### config.mk
export PLATFORM = sky130hd
export DESIGN_NAME = duo_pcm_player
export DESIGN_NICKNAME = d
export VERILOG_FILES = /design/src/rtl/duo_pcm_pkg.sv /design/src/rtl/duo_pcm_voice.sv /design/src/rtl/duo_pcm_arb.sv /design/src/rtl/duo_pcm_player.sv
export SDC_FILE = /design/constraint.sdc
export NUM_CORES = 1
export LEC_CHECK = 0
export BUFFER_PORTS_ARGS = -buffer_cell sky130_fd_sc_hd__buf_2
export CAP_MARGIN = 25
export CORE_ASPECT_RATIO = 0.75
export CORE_MARGIN = 1
export CORE_UTILIZATION = 40
export DETAILED_ROUTE_END_ITERATION = 12
export SKIP_CTS_REPAIR_TIMING = 1
export SYNTH_ARGS = -nofsm -noshare
export SYNTH_HDL_FRONTEND = slang
export SYNTH_SLANG_ARGS = --single-unit
### constraint.sdc
create_clock -name clk -period 11.3 [get_ports clk]
set_input_delay 2.26 -clock clk [delete_from_list [all_inputs] [get_ports clk]]
set_output_delay 2.26 -clock clk [all_outputs]
set_load 0.01 [all_outputs]
### src/rtl/duo_pcm_pkg.sv
package duo_pcm_pkg;
  localparam int ADDR_W   = 25;
  localparam int DATA_W   = 8;
  localparam int VOL_W    = 8;
  localparam int SMP_W    = 8;
  localparam int PERIOD   = 111;
  localparam int STEP     = 4;
  localparam int PH_W     = $clog2(PERIOD + 1) + 1;
  localparam int LO_LSB   = 6;
  localparam int MID_LSB  = 14;
  localparam int HI_LSB   = 21;
  localparam int MID_W    = HI_LSB - MID_LSB;
  localparam int HI_W     = ADDR_W - HI_LSB;
  localparam int GLB_BIT  = 7;
  localparam int RUN_BIT0 = 4;
  localparam int RUN_BIT1 = 3;
  localparam logic [DATA_W-1:0] END_MARK = '1;

  typedef enum logic [2:0] {
    RG_VOL0  = 3'd0,
    RG_VOL1  = 3'd1,
    RG_CTRL  = 3'd2,
    RG_AD_LO = 3'd3,
    RG_AD_MD = 3'd4,
    RG_AD_HI = 3'd5
  } reg_idx_e;

  // (b - 128) * v / 128, truncated toward zero, low bits kept
  function automatic logic [SMP_W-1:0] scale_sample(input logic [DATA_W-1:0] b,
                                                    input logic [VOL_W-1:0] v);
    logic signed [DATA_W+1:0] ctr;
    logic signed [18:0] prod;
    logic [18:0] mag;
    logic [18:0] res;
    ctr  = $signed({2'b00, b}) - $signed(10'd128);
    prod = $signed({{(19-DATA_W-2){ctr[DATA_W+1]}}, ctr}) * $signed({{(19-VOL_W){1'b0}}, v});
    mag  = prod[18] ? 19'(-prod) : 19'(prod);
    mag  = mag >> 7;
    res  = prod[18] ? 19'(-mag) : mag;
    return res[SMP_W-1:0];
  endfunction
endpackage

### src/rtl/duo_pcm_voice.sv
module duo_pcm_voice
  import duo_pcm_pkg::*;
(
  input  logic              clk,
  input  logic              rst,
  input  logic              glb_on,
  input  logic              tick,
  input  logic              wr_vol,
  input  logic              wr_ctl,
  input  logic              ctl_bit,
  input  logic              wr_lo,
  input  logic              wr_mid,
  input  logic              wr_hi,
  input  logic [DATA_W-1:0] wdata,
  input  logic              grant,
  input  logic              rsp_hit,
  input  logic [DATA_W-1:0] rsp_data,
  output logic              want,
  output logic [ADDR_W-1:0] addr,
  output logic              active,
  output logic [SMP_W-1:0]  sample
);
  logic [ADDR_W-1:0]     addr_q;
  logic [VOL_W-1:0]      vol_q;
  logic                  en_q, play_q, want_q;
  logic signed [PH_W-1:0] phase_q;
  logic signed [PH_W-1:0] ph_dec;
  logic [SMP_W-1:0]      cur_q;
  logic                  wrap;

  assign active = glb_on & en_q & play_q;
  assign ph_dec = phase_q - PH_W'(STEP);
  assign wrap   = ph_dec[PH_W-1];
  assign want   = want_q;
  assign addr   = addr_q;
  assign sample = cur_q;

  always_ff @(posedge clk) begin
    if (rst) begin
      addr_q  <= '0;
      vol_q   <= '0;
      en_q    <= 1'b0;
      play_q  <= 1'b0;
      want_q  <= 1'b0;
      phase_q <= '0;
      cur_q   <= '0;
    end else begin
      if (grant) want_q <= 1'b0;
      if (tick && active) begin
        phase_q <= wrap ? ph_dec + PH_W'(PERIOD) : ph_dec;
        if (wrap) want_q <= 1'b1;
      end
      if (rsp_hit) begin
        if (rsp_data == END_MARK) begin
          play_q <= 1'b0;
          en_q   <= 1'b0;
          want_q <= 1'b0;
        end else begin
          addr_q <= addr_q + ADDR_W'(1);
          cur_q  <= scale_sample(rsp_data, vol_q);
        end
      end
      if (wr_vol) vol_q <= wdata;
      if (wr_ctl) en_q <= ctl_bit;
      if (!en_q) begin
        if (wr_lo)  addr_q <= {addr_q[ADDR_W-1:MID_LSB], wdata, {LO_LSB{1'b0}}};
        if (wr_mid) addr_q <= {addr_q[ADDR_W-1:HI_LSB], wdata[MID_W-1:0], addr_q[MID_LSB-1:0]};
        if (wr_hi) begin
          addr_q  <= {wdata[HI_W-1:0], addr_q[HI_LSB-1:0]};
          play_q  <= 1'b1;
          phase_q <= '0;
          want_q  <= 1'b0;
          cur_q   <= '0;
        end
      end
    end
  end

  // phase stays inside one period
  a_r6_phase_range: assert property (@(posedge clk) disable iff (rst)
    (phase_q >= 0) && (phase_q < PH_W'(PERIOD)));

  // a running voice keeps its address except when a byte returns
  a_r5_addr_locked: assert property (@(posedge clk) disable iff (rst)
    (en_q && !rsp_hit) |=> $stable(addr_q));

  // the end marker stops the voice
  a_r9_stop: assert property (@(posedge clk) disable iff (rst)
    (rsp_hit && rsp_data == END_MARK && !wr_ctl && !(wr_hi && !en_q)) |=> (!play_q && !en_q));
endmodule

### src/rtl/duo_pcm_arb.sv
module duo_pcm_arb
  import duo_pcm_pkg::*;
(
  input  logic                   clk,
  input  logic                   rst,
  input  logic [1:0]             want,
  input  logic [1:0][ADDR_W-1:0] addrs,
  input  logic                   req_ready,
  input  logic                   rsp_valid,
  output logic                   req_valid,
  output logic [ADDR_W-1:0]      req_addr,
  output logic [1:0]             grant,
  output logic [1:0]             rsp_hit
);
  logic busy_q, owner_q, last_q;
  logic pick, hs;

  always_comb begin
    if (want[0] && want[1]) pick = ~last_q;
    else                    pick = want[1];
  end

  assign req_valid = (|want) & ~busy_q;
  assign req_addr  = addrs[pick];
  assign hs        = req_valid & req_ready;
  assign grant     = hs ? 2'(2'b01 << pick) : 2'b00;
  assign rsp_hit   = (rsp_valid && busy_q) ? 2'(2'b01 << owner_q) : 2'b00;

  always_ff @(posedge clk) begin
    if (rst) begin
      busy_q  <= 1'b0;
      owner_q <= 1'b0;
      last_q  <= 1'b1;
    end else if (hs) begin
      busy_q  <= 1'b1;
      owner_q <= pick;
      last_q  <= pick;
    end else if (rsp_valid) begin
      busy_q  <= 1'b0;
    end
  end

  // after a handshake no second request until the response
  a_r7_hold_off: assert property (@(posedge clk) disable iff (rst)
    hs |=> !req_valid);
endmodule

### src/rtl/duo_pcm_player.sv
module duo_pcm_player
  import duo_pcm_pkg::*;
(
  input  logic              clk,
  input  logic              rst,
  input  logic              wr_en,
  input  logic [2:0]        wr_idx,
  input  logic [DATA_W-1:0] wr_data,
  input  logic              tick,
  output logic              mem_req_valid,
  input  logic              mem_req_ready,
  output logic [ADDR_W-1:0] mem_req_addr,
  input  logic              mem_rsp_valid,
  input  logic [DATA_W-1:0] mem_rsp_data,
  output logic [SMP_W-1:0]  smp_a,
  output logic [SMP_W-1:0]  smp_b
);
  localparam int NV = 2;

  logic                   sel_q, glb_q;
  logic [NV-1:0]          want, active, grant, rsp_hit;
  logic [NV-1:0][ADDR_W-1:0] addrs;
  logic [NV-1:0][SMP_W-1:0]  samples;
  logic [NV-1:0][SMP_W-1:0]  smp_q;
  logic                   wr_ctl, wr_lo, wr_mid, wr_hi;

  assign wr_ctl = wr_en && (wr_idx == 3'(RG_CTRL));
  assign wr_lo  = wr_en && (wr_idx == 3'(RG_AD_LO));
  assign wr_mid = wr_en && (wr_idx == 3'(RG_AD_MD));
  assign wr_hi  = wr_en && (wr_idx == 3'(RG_AD_HI));

  always_ff @(posedge clk) begin
    if (rst) begin
      sel_q <= 1'b0;
      glb_q <= 1'b0;
    end else if (wr_en) begin
      if (wr_idx == 3'(RG_VOL0)) sel_q <= 1'b0;
      if (wr_idx == 3'(RG_VOL1)) sel_q <= 1'b1;
      if (wr_ctl)                glb_q <= wr_data[GLB_BIT];
    end
  end

  for (genvar v = 0; v < NV; v++) begin : g_voice
    localparam logic [2:0] VOL_IDX = (v == 0) ? 3'(RG_VOL0) : 3'(RG_VOL1);
    localparam int         RUN_POS = (v == 0) ? RUN_BIT0 : RUN_BIT1;
    logic is_sel;
    assign is_sel = (sel_q == 1'(v));

    duo_pcm_voice u_voice (
      .clk      (clk),
      .rst      (rst),
      .glb_on   (glb_q),
      .tick     (tick),
      .wr_vol   (wr_en && (wr_idx == VOL_IDX)),
      .wr_ctl   (wr_ctl),
      .ctl_bit  (wr_data[RUN_POS]),
      .wr_lo    (wr_lo && is_sel),
      .wr_mid   (wr_mid && is_sel),
      .wr_hi    (wr_hi && is_sel),
      .wdata    (wr_data),
      .grant    (grant[v]),
      .rsp_hit  (rsp_hit[v]),
      .rsp_data (mem_rsp_data),
      .want     (want[v]),
      .addr     (addrs[v]),
      .active   (active[v]),
      .sample   (samples[v])
    );

    always_ff @(posedge clk) begin
      if (rst) smp_q[v] <= '0;
      else     smp_q[v] <= active[v] ? samples[v] : '0;
    end

    // an inactive voice is silent on the next cycle
    a_r10_silent: assert property (@(posedge clk) disable iff (rst)
      !active[v] |=> (smp_q[v] == '0));
  end

  duo_pcm_arb u_arb (
    .clk       (clk),
    .rst       (rst),
    .want      (want),
    .addrs     (addrs),
    .req_ready (mem_req_ready),
    .rsp_valid (mem_rsp_valid),
    .req_valid (mem_req_valid),
    .req_addr  (mem_req_addr),
    .grant     (grant),
    .rsp_hit   (rsp_hit)
  );

  assign smp_a = smp_q[0];
  assign smp_b = smp_q[1];

  // reset leaves the outputs quiet
  a_r1_reset_quiet: assert property (@(posedge clk)
    rst |=> (!mem_req_valid && smp_a == '0 && smp_b == '0));
endmodule

# ---- Word-level counts from Yosys, hierarchy flattened
# Cells that the tools add are included.
dict set report totals {
  mem_count 0
  elab_cells 171
  inputBits 25
  mem_bits_ro 0
  ff_bits 125
  latch_bits 0
  ram_bits 0
  out_inout_bits 42
}
dict set report op_classes {
  n_reduce_logical 35
  n_eq_ne 16
  magnitude_cmp 1
  addsub 11
  n_shift 2
  mul 2
  muxes 68
  n_bitwise 11
  n_div 0
}
# operator count
set ops {}
lappend ops {{$mux W25} 14}
lappend ops {{$mux W8} 18}
lappend ops {{$add A25 B1 Y25 const B} 2}
lappend ops {{$mul A9 B9 Y18} 2}
lappend ops {{$mux W1} 32}
lappend ops {{$mux W15} 2}
lappend ops {{$neg A15 Y15} 2}
lappend ops {{$reduce_and A2 Y1} 10}
lappend ops {{$ne A3 B3 Y1 const B} 6}
lappend ops {{$add A8 B8 Y8 const B} 2}
lappend ops {{$logic_and A1 B1 Y1} 16}
lappend ops {{$neg A8 Y8} 2}
lappend ops {{$sub A8 B4 Y8 const B} 2}
lappend ops {{$reduce_bool A2 Y1} 5}
lappend ops {{$sub A8 B8 Y9 const B} 1}
lappend ops {{$eq A8 B8 Y1 const B} 1}
lappend ops {{$ne A2 B2 Y1 const B} 4}
lappend ops {{$and A1 B1 Y1} 6}
lappend ops {{$eq A3 B2 Y1 const B} 2}
lappend ops {{$eq A3 B3 Y1 const B} 2}
lappend ops {{$reduce_or A2 Y1} 3}
lappend ops {{$not A1 Y1} 5}
lappend ops {{$mux W2} 2}
lappend ops {{$shl A1 B1 Y2 const A} 2}
lappend ops {{other kinds (3)} 3}

# ---- Logic depth before layout (Yosys ltp)
dict set report depth {
  ltp_word 11
  mapped_depth 25
  ltp_nobuf 24
}

# ---- Hierarchy
# From an unflattened synthesis, not the netlist that was laid out.
dict set report hier_totals {
  hier_cells 1471
  area_unflattened_um2 12456.9
}
# mod area_each_um2 cells_each seq_area_each_um2 instances
set modules_own_cells {}
lappend modules_own_cells {{duo_pcm_voice at g_voice[1].u_voice} 5815.6 705 1041.0 1}
lappend modules_own_cells {{duo_pcm_voice at g_voice[0].u_voice} 5554.1 667 1041.0 1}
lappend modules_own_cells {duo_pcm_player 616.8 56 360.3 1}
lappend modules_own_cells {duo_pcm_arb 470.5 43 60.1 1}

# ---- Least setup slack after synthesis
# No wires, ideal clock.
dict set report synth_timing {
  kind {input to register}
  startpoint {in mem_rsp_data[7]}
  endpoint {reg g_voice[0].u_voice.cur_q[6]}
  path_buffers 1
  setup_ps 122
  required_time_ps 11178
  path_slack_ps 3065
  arrival_time_ps 8112
  stages 23
  path_cell_list {clkbuf_1 > nor2b_1 > fa_1 > inv_1 > fa_1 > inv_1 > fa_1 > inv_1 > fa_1 > inv_1 > ha_1 > a21o_1 > a211oi_1 > nor2b_1 > a21oi_1 > xnor2_1 > o21ai_0 > xor2_1 > ha_1 > or4_4 > o22ai_2 > mux2i_1 > a311o_1}
}
dict set report synth_between {
  elab_chain_cells 10
  word_cells_on_any_way 11
  classes_between {add/sub (3); mul (1); eq/ne (1); mux (6)}
}
# item line_no
set synth_rtl {}
lappend synth_rtl {{from (decl)} duo_pcm_player.sv:14} ;# input logic [DATA_W-1:0] mem_rsp_data,
lappend synth_rtl {{$sub A8 B8 Y9} duo_pcm_pkg.sv:35} ;# ctr = $signed({2'b00, b}) - $signed(10'd128);
lappend synth_rtl {{$mul A9 B9 Y18} duo_pcm_pkg.sv:36} ;# prod = $signed({{(19-DATA_W-2){ctr[DATA_W+1]}}, ctr}) * $signed({{(19-VOL_W){1'b0}}, v});
lappend synth_rtl {{$neg A15 Y15} duo_pcm_pkg.sv:37} ;# mag = prod[18] ? 19'(-prod) : 19'(prod);
lappend synth_rtl {{$mux W15} duo_pcm_pkg.sv:37}
lappend synth_rtl {{$neg A8 Y8} duo_pcm_pkg.sv:39} ;# res = prod[18] ? 19'(-mag) : mag;
lappend synth_rtl {{$mux W8} duo_pcm_pkg.sv:39}
lappend synth_rtl {{$mux W8 *} duo_pcm_voice.sv:54} ;# if (rsp_data == END_MARK) begin
lappend synth_rtl {{$mux W8 *} duo_pcm_voice.sv:53} ;# if (rsp_hit) begin
lappend synth_rtl {{$mux W8} duo_pcm_voice.sv:68} ;# if (wr_hi) begin
lappend synth_rtl {{$mux W8 *} duo_pcm_voice.sv:65} ;# if (!en_q) begin
lappend synth_rtl {{to (signal assigned)} duo_pcm_voice.sv:60} ;# cur_q <= scale_sample(rsp_data, vol_q);
lappend synth_rtl {{to (decl)} duo_pcm_voice.sv:28} ;# logic [SMP_W-1:0] cur_q;
# Mark *: on every way between the ends. The rest lies on a longest branch, timed or not.
# A chain may end at the register's enable or synchronous reset.

# ---- Worst setup path after layout
# Ends and elaborated chain as after synthesis.

==> impl_metrics.json <==
{
  "finalHoldViolCount": 0,
  "cap_violations": 0,
  "clk_pin_slew_ns": 0.06,
  "root_buffer": "clkbuf_16",
  "fp.dieArea_um2": 30990,
  "initial_core_util": 0.4112,
  "crit_slowest_cell": "xnor2_1",
  "grt_max_degree": 83,
  "max_clock_freq_mhz": 116.9,
  "finalWirelength_um": 31430,
  "total_power_mw": 1.160,
  "synth_largest_area_cell": "dfxtp_1",
  "finalMaxSlewViolations": 0,
  "synth_common_cells": "inv_1, nand2_1, dfxtp_1, fa_1, nor2_1",
  "yosys-top-cells-area": "dfxtp_1, fa_1, ha_1",
  "synth_area_per_cell_um2": 8.191,
  "crit_type": "input port to register",
  "setup_violations": 0,
  "grt_usage": 0.2107,
  "wl_per_cell_um": 16.40,
  "clk_latency_ns": 0.43,
  "yosys_register_bits": 125,
  "start_kind": "input port",
  "drtIter0Drc": 844,
  "critPathMaxStageDelay_ns": 0.66,
  "cts_tree": "done",
  "synth.distinct_cells": 75,
  "htree_levels": 4,
  "worst_pin_slew_ns": 1.029,
  "path_buf_inv": 6,
  "gp_congestion": 0.8443,
  "timing.critical_path.mode_cell": "inv_1",
  "yosysWarningCount": 0,
  "drive_above_1_share": 0.09665,
  "dpl.hpwl_um": 24240,
  "syn_to_final_growth_pct": 9.729,
  "core.rowCount": 54,
  "path_delay_family": "adder cells",
  "grt_pass1_vias": 9907,
  "register_area_um2": 2502,
  "synth-seq-area-share": 0.2066,
  "max-vdd-ir-drop_mv": 0.1117,
  "min_period_ns": 8.556,
  "numPortBuffers": 66,
  "cp_max_fo": 17,
  "placedCellCount": 1881,
  "setup_tns_ns": 0,
  "power.leakage_nw": 6.028,
  "grt_first_pass_wirelength_um": 52140,
  "worstPathRequired_ns": 11.62,
  "finClkSkew_ns": 0.01287,
  "status": "finished, final reports clean",
  "min_period_over_period": 0.7571,
  "postSynthCellCount": 1479,
  "drc_errors": 0,
  "pin_count": 67,
  "gr-total-overflow": 0,
  "synth.cell_area_um2": 12110,
  "dieWidth_um": 203.0,
  "synth_top_flop_cell": "dfxtp_1",
  "grt_setup_unrepaired": "false",
  "viasPerCell": 5.363,
  "endpoint_kind": "register",
  "synth_most_common_cell": "inv_1",
  "cp_cell_sequence": "buf_2 > nand2b_1 > inv_1 > fa_1 > inv_1 > fa_1 > inv_1 > fa_1 > inv_1 > fa_1 > inv_1 > ha_1 > a21o_1 > a211oi_1 > nor2b_1 > a21oi_1 > xnor2_1 > o21ai_0 > xor2_1 > ha_1 > or4_4 > o22ai_2 > mux2i_1 > a311o_1",
  "power_density_nw_per_um2": 87.23,
  "cts_sinks": 125,
  "coreArea_um2": 29460,
  "multi_input_area_um2": 8657,
  "die_height_um": 152.7,
  "synthArstFlopShare": 0,
  "synth_edf_count": 0,
  "hold_class": "register to register",
  "fillers": 3029,
  "rrSetupSlack_ns": 4.43,
  "fin_cells": 1916,
  "slew_headroom": 0.3115,
  "cts_buffer_depth": 2,
  "cts_made_buffers": 17,
  "vias": 10276,
  "synth_top_area_frac": 0.2066,
  "drtAntennaViolNets": 0,
  "final_nets": 1725,
  "syn_nets": 1696,
  "cp.arrival_ns": 8.87,
  "grt_antenna_before_repair": 3,
  "first_pass_iters": 5
}
## stage by stage
| step | hold slack (ns) | worst slack, ns | utilization | instance area (µm²) |
|---|---|---|---|---|
| detailed placement | 0.4516 | 2.295 | 0.4317 | 12720 |
| global placement | 0.4414 | 2.521 | 0.4317 | 12720 |
| global route | 0.4902 | 2.176 | 0.4511 | 13290 |
| finish | 0.4629 | 2.744 | 0.4512 | 13290 |
| CTS | 0.4652 | 2.719 | 0.4510 | 13290 |
| floorplan | 0.4242 | 3.065 | - | 12110 |
## cell type report
| class | instances | share of cell area |
|---|---|---|
| repair buffers | 70 | 0.02711 |
| clock buffers | 20 | 0.03436 |
| diodes | 3 | 0.0005648 |
| multi-input cells | 1106 | 0.6513 |
| clock inverters | 12 | 0.008471 |
| flip-flops and latches | 125 | 0.1883 |
| inverters | 188 | 0.05309 |
| well taps | 392 | 0.03690 |
## worst register-to-register path, stage by stage (launching register included)
cell and delay, ns:
dfxtp_1 0.44, nor2b_1 0.25, fa_1 0.69, inv_1 0.15, fa_1 0.57, inv_1 0.06
fa_1 0.49, inv_1 0.06, fa_1 0.52, inv_1 0.04, ha_1 0.33, a21o_1 0.20
a211oi_1 0.29, nor2b_1 0.18, a21oi_1 0.09, xnor2_1 0.66, o21ai_0 0.24, xor2_1 0.20
ha_1 0.25, or4_4 0.55, o22ai_2 0.11, mux2i_1 0.09, a311o_1 0.31
## registers in the layout, indices dropped and copies added (netlist names), 2 cells and up
signal                   count
g_voice.u_voice.want         2
g_voice.u_voice.sample      16
smp_a                        8
g_voice.u_voice.phase_q     16
g_voice.u_voice.play_q       2
g_voice.u_voice.en_q         2
g_voice.u_voice.vol_q       16
g_voice.u_voice.addr        50
smp_b                        8
## power by group
| part | leakage (nW) | internal (mW) | total [mW] | switching (mW) |
|---|---|---|---|---|
| clock | 0.265 | 0.315 | 0.536 | 0.222 |
| combinational | 4.75 | 0.0624 | 0.171 | 0.109 |
| sequential | 1.01 | 0.444 | 0.452 | 0.00726 |
## routing by layer
layer,GRT usage,up-vias,part of all wire
met5,0,-,0
met4,0.04619,0,0.014
met3,0.03657,32,0.062
met2,0.3033,285,0.41
met1,0.3233,4960,0.51
li1,-,4999,-
## path summary, 6_finish.rpt
check | from | end | cells past startpoint
setup / recovery | mem_rsp_data[7] | g_voice[0].u_voice.sample[6]$_SDFF_PP0_ | 24
hold / removal | g_voice[1].u_voice.sample[1]$_SDFF_PP0_ | smp_b[1]$_SDFF_PP0_ | 1
setup reg to reg | g_voice[0].u_voice.vol_q[1]$_SDFFE_PP0P_ | g_voice[0].u_voice.sample[6]$_SDFF_PP0_ | 22
hold reg to reg | g_voice[1].u_voice.sample[1]$_SDFF_PP0_ | smp_b[1]$_SDFF_PP0_ | 1
## cells in the final DEF, fill, tap and decap left out, types with 28 or more instances in the layout
cell type,n
xor2_1,29
ha_1,80
xnor2_1,40
inv_1,188
nor2_1,112
and2_1,100
a21oi_1,94
nand4_1,28
fa_1,112
buf_2,66
dfxtp_1,125
nor3_1,38
o21ai_0,58
nand2_1,146
## cell families (layout without fill, tap and decap cells)
family,Yosys count,in the layout,synth area share
xor gates and xnor gates,70,70,0.05216
muxes,29,29,0.02623
AOI/OAI and AO/OA,254,254,0.1320
and+or+nand+nor,561,561,0.2362
adders and majority gates,192,192,0.2677
buffers and inverters,248,290,0.07912
DFF,125,125,0.2066
other,0,3,0
(Power assumes the default switching activity.)
